[src/rtl/cic_pkg.sv]
// Shared sizing helpers for the integrator-comb decimator.
// Assumes: the decimation rate is a power of two, given as its log2.
package cic_pkg;

    // Width needed so that a full-scale input cannot overflow the final result.
    function automatic int cic_width(input int in_w, input int order, input int rate_log2);
        return in_w + order * rate_log2;
    endfunction

endpackage

[src/rtl/cic_phase_counter.sv]
// Decimation phase counter.
// Counts input-rate clocks and raises a one-cycle enable on the last phase of
// every decimation period. Assumes: a synchronous active-low reset that restarts
// the phase at zero.
module cic_phase_counter #(
    parameter int RATE_LOG2 = 4
) (
    input  logic clk,
    input  logic rst_n,
    output logic dec_en
);
    localparam logic [RATE_LOG2-1:0] LAST_PHASE = '1;

    logic [RATE_LOG2-1:0] phase_q;

    // Advance the phase by one each clock, wrapping naturally.
    always_ff @(posedge clk) begin
        if (!rst_n) phase_q <= '0;
        else        phase_q <= phase_q + 1'b1;
    end

    // Enable fires in the cycle that precedes the wrap.
    always_comb dec_en = (phase_q == LAST_PHASE);
endmodule

[src/rtl/cic_integrator_chain.sv]
// Input-rate accumulator cascade.
// Sign-extends the narrow sample and feeds it through ORDER registered
// accumulators. Each stage adds the previous stage's register, so every stage is
// also a pipeline register. Assumes: modulo-2^W wrap is acceptable, because the
// comb section cancels it.
module cic_integrator_chain #(
    parameter int IN_W  = 4,
    parameter int ORDER = 4,
    parameter int W     = 20
) (
    input  logic            clk,
    input  logic            rst_n,
    input  logic [IN_W-1:0] in_sample,
    output logic [W-1:0]    acc_out
);
    localparam int EXT_W = W - IN_W;

    logic [W-1:0] stage_in [ORDER];
    logic [W-1:0] acc_q    [ORDER];

    // Widen the input with its sign bit.
    always_comb stage_in[0] = {{EXT_W{in_sample[IN_W-1]}}, in_sample};

    for (genvar k = 1; k < ORDER; k++) begin : g_link
        // Each later stage consumes the registered sum of the one before it.
        always_comb stage_in[k] = acc_q[k-1];
    end

    for (genvar k = 0; k < ORDER; k++) begin : g_acc
        // Accumulate with plain wraparound, no saturation.
        always_ff @(posedge clk) begin
            if (!rst_n) acc_q[k] <= '0;
            else        acc_q[k] <= acc_q[k] + stage_in[k];
        end
    end

    always_comb acc_out = acc_q[ORDER-1];
endmodule

[src/rtl/cic_comb_chain.sv]
// Low-rate differencing cascade.
// On each decimation enable, every stage subtracts its previous input from its
// current input and registers the difference, so each stage is also a pipeline
// register. Assumes: dec_en is a one-cycle pulse once per decimation period.
module cic_comb_chain #(
    parameter int ORDER = 4,
    parameter int W     = 20
) (
    input  logic         clk,
    input  logic         rst_n,
    input  logic         dec_en,
    input  logic [W-1:0] comb_in,
    output logic [W-1:0] comb_out
);
    logic [W-1:0] stage_in [ORDER];
    logic [W-1:0] prev_q   [ORDER];
    logic [W-1:0] diff_q   [ORDER];

    // The first stage takes the decimated accumulator value.
    always_comb stage_in[0] = comb_in;

    for (genvar k = 1; k < ORDER; k++) begin : g_link
        // Later stages take the registered difference of the stage before.
        always_comb stage_in[k] = diff_q[k-1];
    end

    for (genvar k = 0; k < ORDER; k++) begin : g_comb
        // Keep one low-rate delay and register the first difference.
        always_ff @(posedge clk) begin
            if (!rst_n) begin
                prev_q[k] <= '0;
                diff_q[k] <= '0;
            end else if (dec_en) begin
                prev_q[k] <= stage_in[k];
                diff_q[k] <= stage_in[k] - prev_q[k];
            end
        end
    end

    always_comb comb_out = diff_q[ORDER-1];
endmodule

[src/rtl/cic4_decimator.sv]
// Fourth-order, rate-16 integrator-comb decimator (top level).
// Ties the accumulator cascade, the phase counter and the comb cascade
// together, and produces a one-cycle strobe with each new output word.
// Assumes: one sample per clock and a synchronous active-low reset.
module cic4_decimator
    import cic_pkg::*;
#(
    parameter  int IN_W      = 4,
    parameter  int ORDER     = 4,
    parameter  int RATE_LOG2 = 4,
    localparam int OUT_W     = cic_width(IN_W, ORDER, RATE_LOG2)
) (
    input  logic             clk,
    input  logic             rst_n,
    input  logic [IN_W-1:0]  in_sample,
    output logic [OUT_W-1:0] out_word,
    output logic             out_valid
);
    logic [OUT_W-1:0] integ_out;
    logic             dec_en;
    logic             valid_q;

    cic_integrator_chain #(
        .IN_W  (IN_W),
        .ORDER (ORDER),
        .W     (OUT_W)
    ) u_integ (
        .clk       (clk),
        .rst_n     (rst_n),
        .in_sample (in_sample),
        .acc_out   (integ_out)
    );

    cic_phase_counter #(
        .RATE_LOG2 (RATE_LOG2)
    ) u_phase (
        .clk    (clk),
        .rst_n  (rst_n),
        .dec_en (dec_en)
    );

    cic_comb_chain #(
        .ORDER (ORDER),
        .W     (OUT_W)
    ) u_comb (
        .clk      (clk),
        .rst_n    (rst_n),
        .dec_en   (dec_en),
        .comb_in  (integ_out),
        .comb_out (out_word)
    );

    // Strobe in the same cycle the last comb register takes its new value.
    always_ff @(posedge clk) begin
        if (!rst_n) valid_q <= 1'b0;
        else        valid_q <= dec_en;
    end

    always_comb out_valid = valid_q;
endmodule

[config.mk]
export PLATFORM = sky130hd
export DESIGN_NAME = cic4_decimator
export DESIGN_NICKNAME = d
export VERILOG_FILES = /design/src/rtl/cic_pkg.sv /design/src/rtl/cic_phase_counter.sv /design/src/rtl/cic_integrator_chain.sv /design/src/rtl/cic_comb_chain.sv /design/src/rtl/cic4_decimator.sv
export SDC_FILE = /design/constraint.sdc
export NUM_CORES = 1
export LEC_CHECK = 0
export ABC_AREA = 1
export BUFFER_PORTS_ARGS = -buffer_cell sky130_fd_sc_hd__buf_4
export CORE_ASPECT_RATIO = 1.25
export CORE_MARGIN = 5
export CORE_UTILIZATION = 55
export DETAILED_ROUTE_END_ITERATION = 7
export HOLD_SLACK_MARGIN = 0.05
export PLACE_DENSITY = 0.76
export SLEW_MARGIN = 30
export SYNTH_ARGS = -nofsm -noshare
export SYNTH_HDL_FRONTEND = slang
export SYNTH_HIERARCHICAL = 1
export SYNTH_SLANG_ARGS = --single-unit
export TNS_END_PERCENT = 100
[constraint.sdc]
create_clock -name clk -period 6.45 [get_ports clk]
set_clock_uncertainty 0.1 [all_clocks]
set_input_delay 1.29 -clock clk [delete_from_list [all_inputs] [get_ports clk]]
set_output_delay 1.29 -clock clk [all_outputs]
set_load 0.1 [all_outputs]
After elaboration in Yosys (flattened, before gate mapping)
Memory sizes are Yosys's and may differ from the RTL's.
Cells that the tools add are included.
{ "totals": {"regBits": 5, "ramBits": 240, "inputBits": 6, "output_inout_bits": 21, "memories": 3} }
{ "memory_table": {"columns": ["memory", "depth", "width", "rd", "rd_clocked_by_memory_dff", "write_ports", "line", "text"], "rows": [
  ["u_comb.diff_q", 4, 20, 4, 0, 4, "cic_comb_chain.sv:17", "logic [W-1:0] diff_q [ORDER];"],
  ["u_comb.prev_q", 4, 20, 4, 0, 4, "cic_comb_chain.sv:16", "logic [W-1:0] prev_q [ORDER];"],
  ["u_integ.acc_q", 4, 20, 4, 0, 4, "cic_integrator_chain.sv:19", "logic [W-1:0] acc_q [ORDER];"]
]} }
{ "op_classes": {"add_sub_neg": 9, "n_eq_ne": 1, "n_mux": 17, "bitwise": 12} }
{ "op_table": {"columns": ["operator", "n"], "rows": [
  ["20-bit two-way mux", 12],
  ["20-bit adder", 4],
  ["20-bit subtractor", 4],
  ["1-bit OR", 12],
  ["1-bit two-way mux", 5],
  ["4-bit by 1-bit adder with 4-bit output (second input constant)", 1],
  ["4-bit == test (second input constant)", 1]
]} }

Logic depth before layout (Yosys ltp)
Gate-level depths: netlist of run 1.
{ "logic_depth": {"word_depth": 5, "depth_mapped": 13, "mapped_depth_nobuf": 13} }

By module
The synthesis of run 1 kept the hierarchy.
{ "modules_own_cells": {"columns": ["module", "n_inst", "cells_per_inst", "area_per_inst_um2", "seq_area_each_um2"], "rows": [
  ["cic_comb_chain", 1, 1390, 10712.8, 4804.6],
  ["cic_integrator_chain", 1, 1061, 6700.2, 1601.5],
  ["cic_phase_counter", 1, 20, 150.1, 80.1],
  ["cic4_decimator", 1, 3, 27.5, 20.0]
]} }

Worst setup path after synthesis of run 1
OpenSTA, ideal clock, no wires.
{ "synth_timing": {"path_type": "input to register", "from": "input rst_n", "to": "memory u_comb.diff_q[0][0], enable pin", "setup_time_ps": 527, "t_arrival_ps": 4649, "required_time_ps": 5823, "path_slack_ps": 1174, "cell_stages": 1, "n_path_buf": 0, "cell_sequence": "nand2_1"} }
{ "synth_rtl": {"columns": ["element", "line", "text"], "rows": [
  ["start, declared", "cic4_decimator.sv:14", "input logic rst_n,"],
  ["end, declared", "cic_comb_chain.sv:17", null]
]} }

==> results.sh, run 1 <==
export IMPL_clockRootBuffer="clkbuf_16"
export IMPL_tns_ns=0
export IMPL_die_area_mm2=0.03568
export IMPL_cts_sinks=245
export IMPL_finalWirelength_mm=41.86
export IMPL_relSlewSlack_pct=39.50
export IMPL_p_clk_share_pct=24.8
export IMPL_synth_edf_count=160
export IMPL_async_flop_share_pct=0
export IMPL_synth_top_area_share_pct=27.31
export IMPL_drt_initial_drc_count=922
export IMPL_fillCellCount=2913
export IMPL_gr_usage_all_layers_pct=23.28
export IMPL_ff2ff_setup_slack_ns=3.73
export IMPL_grt_max_degree=99
export IMPL_row_count=73
export IMPL_post_cts_repair_setup_buffers=0
export IMPL_place_congestion=0.9609
export IMPL_power_switching_mw=2.737
export IMPL_die_h_um=209.9
export IMPL_holdPathEnd="u_phase/phase_q[0]"
export IMPL_p_leak_nw=9.669
export IMPL_ys_flop_type="edfxtp_1"
export IMPL_antenna_found_initial=0
export IMPL_postSynthCellCount=2474
export IMPL_period_minus_slack_ns=3.111
export IMPL_max_freq_mhz=321.4
export IMPL_cp_start_kind="primary input"
export IMPL_worst_slack_ns=3.339
export IMPL_seqCellArea_mm2=0.006506
export IMPL_maxCapViolations=0
export IMPL_start_util_pct=55.50
export IMPL_min_delay_start="u_phase/phase_q[0]"
export IMPL_r2r_start="u_phase/phase_q[0]"
export IMPL_tritoncts="yes"
export IMPL_clk_latency_ns=0.55
export IMPL_dpl_worst_slack_ns=2.770
export IMPL_portBuffers=26
export IMPL_ff2ff_path_depth=6
export IMPL_worst_path_max_fanout=95
export IMPL_dpl_hpwl_mm=31.81
export IMPL_internal_power_mw=3.844
export IMPL_grt_overflow_total=0
export IMPL_antenna_left=0
export IMPL_diodes=0
export IMPL_rr_endpoint="u_comb/diff_q[3][14]"
export IMPL_synth_distinct_cells=34
export IMPL_core_area_mm2=0.03169
export IMPL_synth_area_leaders="edfxtp_1 (27%), nand2_1 (14%), ha_1 (11%), dfxtp_1 (9.7%), inv_1 (9.5%)"
export IMPL_hold_buffers=0
export IMPL_netlist_top_cells_count="nand2_1 (653), inv_1 (445), nor2_1 (340)"
export IMPL_status="finished, final reports clean"
export IMPL_routed_via_density=5.258
export IMPL_maxSlewViolCount=0
export IMPL_holdWs_ns=0.3506
export IMPL_ys_seq_elements=245
export IMPL_syn_cell_area_mm2=0.01759
export IMPL_path_clk_slew_ns=0.06
export IMPL_crit_type="primary input to flop"
export IMPL_nets=2675
export IMPL_ys_warnings_count=6
export IMPL_drive_above_1_share_pct=7.434
export IMPL_end_kind="flop"
export IMPL_rsz0062_at_grt="no"
export IMPL_grt_pass1_wl_mm=69.79
export IMPL_die_x_um=170.0
export IMPL_wl_per_cell_um=14.23
export IMPL_sw_frac_of_total_pct=41.59
export IMPL_hold_violations=0
export IMPL_synthMostInstantiatedCell="nand2_1"
export IMPL_numCtsBuffers=28
export IMPL_pwr_share_comb_pct=41.8
export IMPL_htree_levels=1
export IMPL_first_pass_iters=6
export IMPL_syn_num_nets=2641
export IMPL_yosysSeqAreaShare_pct=36.99
export IMPL_via_count=15460
export IMPL_min_path_type="flop to flop"
export IMPL_avgSynthCellArea_um2=7.110
export IMPL_finalSetupViolations=0
export IMPL_grt_pass1_vias=15120
export IMPL_syn_to_final_growth_pct=9.012
export IMPL_drc=0
export IMPL_cp_arrival_ns=3.22
export IMPL_ir_drop_mv=0.2672
export IMPL_ctsResizeCount=0
export IMPL_ioPinCount=27
export IMPL_hold_depth=1
export IMPL_power_frac_seq_pct=33.3
export IMPL_multi_input_area_mm2=0.009279
export IMPL_min_period_over_period_pct=48.23
export IMPL_cts_path_max_buffers=3
export IMPL_tightest_slew_ns=0.9074
export IMPL_p_per_area_mw_per_mm2=343.2
export IMPL_synth_top_area_cell="edfxtp_1"
export IMPL_crit_required_ns=6.56
-- cell families after synthesis --
logic type | count (synthesis) | synth area share (%)
compound gates | 318 | 9.432
fa+ha+maj | 161 | 11.79
flops | 245 | 36.99
simple gates | 1256 | 30.64
buf+inv | 478 | 10.35
xor+xnor | 16 | 0.7967
-- power groups by stage --
stage | logic, mW | registers, mW | clock network, mW
5_1_grt | 3.13 | 2.21 | 1.74
2_1_floorplan | 2.15 | 2.10 | 0
3_3_place_gp | 2.64 | 2.22 | 0
4_1_cts | 2.72 | 2.20 | 1.67
3_5_place_dp | 2.70 | 2.23 | 0
6_report | 2.75 | 2.19 | 1.63
-- flip-flops by register name, indices dropped and copies added, names as in the netlist --
register	flops
u_phase/phase_q	4
out_valid	1
u_integ/acc_q	80
u_comb/diff_q	80
u_comb/prev_q	80
-- layout by cell type (no fill, tap or decap), types with 7 or more instances in the layout --
master,n
nand2_1,651
nor3_1,12
ha_1,153
o21ai_0,71
o21bai_1,16
xor2_1,8
inv_2,8
nand3b_1,7
edfxtp_1,160
xnor2_1,8
and2_4,7
inv_1,445
fa_1,8
dfxtp_1,85
clkinv_1,7
nand3_1,115
nor4_1,13
buf_4,26
nand4_1,8
nand2_2,39
nor2_1,340
a21oi_1,219
nand3_2,28
clkbuf_16,29
o21a_1,8
nor2_2,24
-- cell type report --
| type | count | share of cell area [%] |
|---|---|---|
| multi-input cells | 1751 | 48.39 |
| clock buffers | 35 | 4.006 |
| repair buffers | 28 | 1.181 |
| well taps | 412 | 2.688 |
| flip-flops and latches | 245 | 33.93 |
| inverters | 454 | 8.900 |
| clock inverters | 16 | 0.9070 |
-- through the flow --
stage	area, µm²	std cells	power [mW]	util (%)
global placement	18230	2890	4.865	57.51
floorplan	17590	2474	4.247	-
finish	19180	2941	6.581	60.50
CTS	19180	2941	6.594	60.50
global route	19180	2941	7.076	60.50
detailed placement	18230	2890	4.929	57.53
-- how the worst max path moves through the flow --
stage          cells after the start                   end  startpoint
6_report                           3  u_comb/diff_q[3][14]       rst_n
2_1_floorplan                      1   u_comb/diff_q[0][0]       rst_n
4_1_cts                            3  u_comb/diff_q[3][12]       rst_n
3_3_place_gp                       3  u_comb/diff_q[3][16]       rst_n
5_1_grt                            3  u_comb/diff_q[3][14]       rst_n
3_5_place_dp                       3  u_comb/diff_q[3][16]       rst_n
-- critical path, cell delays in order --
cell	delay (ns)
buf_4	0.65
nand2_4	0.67
buf_12	0.47
-- metal layers --
metal	up-vias	part of all wire (%)	global-route usage, %
li1	7963	-	-
met1	7012	40	26.61
met2	381	52	44.49
met3	108	4.0	2.307
met4	0	3.6	8.540
met5	-	0	0
Power figures use the tool's default switching activity.
==> run 2, diff against run 1 <==
--- a/config.mk
+++ b/config.mk
@@ -5,7 +5,7 @@
 export SDC_FILE = /design/constraint.sdc
 export NUM_CORES = 1
 export LEC_CHECK = 0
-export ABC_AREA = 1
+export ABC_AREA = 0
 export BUFFER_PORTS_ARGS = -buffer_cell sky130_fd_sc_hd__buf_4
 export CORE_ASPECT_RATIO = 1.25
 export CORE_MARGIN = 5
==> constraint.sdc (replaced) <==
create_clock -name clk -period 3.1 [get_ports clk]
set_clock_uncertainty 0.1 [all_clocks]
set_input_delay 0.62 -clock clk [delete_from_list [all_inputs] [get_ports clk]]
set_output_delay 0.62 -clock clk [all_outputs]
set_load 0.1 [all_outputs]
==> run 2 against run 1 <==
Against the previous run: register-to-register slack got worse by 3.4 ns; largest power group unchanged; largest cell class unchanged; critical path type is now flop to flop; worst setup slack got worse by 3.0 ns; highest routed layer unchanged; synthesized cell count fell by 32%.
==> results.sh, run 2 <==
export IMPL_status="finished, final reports clean"
export IMPL_synthMostInstantiatedCell="edfxtp_1"
export IMPL_synth_edf_count=160
export IMPL_drc=0
export IMPL_finalWirelength_mm=34.53
export IMPL_end_kind="flop"
export IMPL_clk_latency_ns=0.54
export IMPL_layout_commonest_cell="edfxtp_1"
export IMPL_synth_top_area_share_pct=30.11
export IMPL_post_cts_repair_setup_buffers=0
export IMPL_synth_area_leaders="edfxtp_1 (30%), ha_1 (12%), dfxtp_1 (11%), a21oi_1 (3.7%), and3_1 (3.4%)"
export IMPL_antenna_left=0
export IMPL_die_x_um=162.3
export IMPL_die_h_um=200.4
export IMPL_finalSetupViolations=0
export IMPL_top_regs="u_comb/diff_q x80, u_comb/prev_q x80, u_integ/acc_q x80"
export IMPL_synth_distinct_cells=84
export IMPL_grt_overflow_total=0
export IMPL_crit_required_ns=3.40
export IMPL_grt_pass1_vias=12790
export IMPL_ys_flop_type="edfxtp_1"
export IMPL_clockRootBuffer="clkbuf_16"
export IMPL_min_path_type="primary input to flop"
export IMPL_drt_initial_drc_count=633
export IMPL_grt_max_degree=83
export IMPL_cp_start_kind="flop"
export IMPL_tns_ns=0
export IMPL_wl_per_cell_um=16.40
export IMPL_yosysSeqAreaShare_pct=40.78
export IMPL_grt_pass1_wl_mm=58.26
export IMPL_dpl_worst_slack_ns=0.1543
export IMPL_nets=1862
export IMPL_async_flop_share_pct=0
export IMPL_path_cells="ha_1, fa_1, a211oi_1, o21ai_0, o2111ai_1, nor2_1, o311ai_0, o41ai_1"
export IMPL_drive_above_1_share_pct=6.589
export IMPL_tritoncts="yes"
export IMPL_rsz0062_at_grt="no"
export IMPL_ctsResizeCount=0
export IMPL_hold_buffers=0
export IMPL_relSlewSlack_pct=47.12
export IMPL_core_area_mm2=0.02858
export IMPL_start_util_pct=55.83
export IMPL_path_clk_slew_ns=0.07
export IMPL_worst_slack_ns=0.3241
export IMPL_dpl_hpwl_mm=25.55
export IMPL_cp_arrival_ns=3.08
export IMPL_avgSynthCellArea_um2=9.526
export IMPL_ioPinCount=27
export IMPL_die_area_mm2=0.03254
export IMPL_antenna_found_initial=0
export IMPL_cp_slowest_cell="o2111ai_1"
export IMPL_netlist_top_cells_count="edfxtp_1 (160), ha_1 (153), nor2_1 (131)"
export IMPL_ys_warnings_count=6
export IMPL_cts_path_max_buffers=3
export IMPL_gr_usage_all_layers_pct=21.09
export IMPL_row_count=69
export IMPL_syn_num_nets=1842
export IMPL_maxSlewViolCount=0
export IMPL_hold_violations=0
export IMPL_via_count=12560
export IMPL_cp_num_buf_inv=0
export IMPL_htree_levels=1
export IMPL_min_period_over_period_pct=89.55
export IMPL_syn_to_final_growth_pct=10.06
export IMPL_numCtsBuffers=26
export IMPL_portBuffers=26
export IMPL_diodes=0
export IMPL_period_minus_slack_ns=2.776
export IMPL_routed_via_density=5.968
export IMPL_first_pass_iters=7
export IMPL_p_per_area_mw_per_mm2=724.0
export IMPL_maxCapViolations=0
export IMPL_synth_top_area_cell="edfxtp_1"
export IMPL_p_leak_nw=7.779
export IMPL_cts_sinks=245
export IMPL_postSynthCellCount=1675
export IMPL_cpLargestDelayFamily="compound AO/OA/AOI/OAI gates"
export IMPL_cpPeakStageDelay_ns=0.43
export IMPL_worst_path_max_fanout=3
export IMPL_ys_seq_elements=245
export IMPL_tightest_slew_ns=0.7848
export IMPL_place_congestion=0.9014
export IMPL_crit_type="flop to flop"
export IMPL_max_freq_mhz=360.2
export IMPL_ir_drop_mv=0.4988
export IMPL_final_cell_mix="edfxtp_1 (160), ha_1 (153), nor2_1 (131), a21oi_1 (117), inv_1 (112)"
export IMPL_syn_cell_area_mm2=0.01596
run 2: cell count changes after synthesis, moves of 39 or more:
cell      before  now
nand3_1      115   37
nand2_2       39    0
nor3_1        12   66
a21o_1         0   50
nor2_1       340  131
nand2_1      653  109
inv_1        445  112
and3_1         0   86
nand2b_1       0   42
a21oi_1      219  117
run 2: report_power, final:
group | internal (mW) | switching [mW]
logic | 2.09 | 3.01
registers | 3.96 | 0.346
clock network | 2.01 | 1.29
run 2: path summary, 6_finish.rpt:
kind | start | endpoint | slack (ns) | cells after the start
max | u_integ/acc_q[1][0] | u_integ/acc_q[1][18] | 0.32 | 8
min | in_sample[0] | u_integ/acc_q[0][0] | 0.30 | 3
max reg2reg | u_integ/acc_q[1][0] | u_integ/acc_q[1][18] | 0.32 | 8
min reg2reg | u_phase/phase_q[0] | u_phase/phase_q[0] | 0.35 | 1
run 2: cells by family after synthesis:
group / after synthesis / share of synthesized area, %
AO/OA/AOI/OAI: 426 / 18.10
XOR/XNOR: 72 / 3.952
adder cells (fa/ha/maj): 161 / 13.00
buffers and inverters: 164 / 3.944
flip-flops: 245 / 40.78
multiplexers: 27 / 1.702
AND/OR/NAND/NOR: 580 / 18.52
run 2: routing by layer:
layer	part of all wire [%]	global-route usage, %
met1	36	20.27
met2	57	43.10
met3	2.7	2.218
met4	5.1	10.31
met5	0	0
run 2: metrics by stage:
| step | hold WS [ns] | instances | power, mW | cell area (µm²) | util [%] |
|---|---|---|---|---|---|
| after CTS | 0.2857 | 2105 | 12.75 | 17560 | 61.45 |
| after global placement | 0.3339 | 2057 | 9.236 | 16630 | 58.21 |
| after global routing | 0.3158 | 2105 | 13.63 | 17560 | 61.45 |
| after detailed placement | 0.3452 | 2057 | 9.404 | 16630 | 58.21 |
| after floorplan | 0.3198 | 1675 | 8.344 | 15960 | - |
| final | 0.3038 | 2105 | 12.71 | 17560 | 61.45 |
run 2: tightest hold or removal path, delay by kind of cell:
kind / cells / cell delay (ns)
buffers and inverters: 1 / 0.08
and+or+nand+nor: 1 / 0.11
adders and majority gates: 1 / 0.11
run 2: cell type report:
cell class                 count  area, µm²
tap                          390      488.0
sequential                   245       6506
clock buffer                  37      742.0
timing repair buffer          43      385.4
fill                        2429      11020
clock inverter                11      185.2
multi-input combinational   1266       8830
inverter                     113      424.2
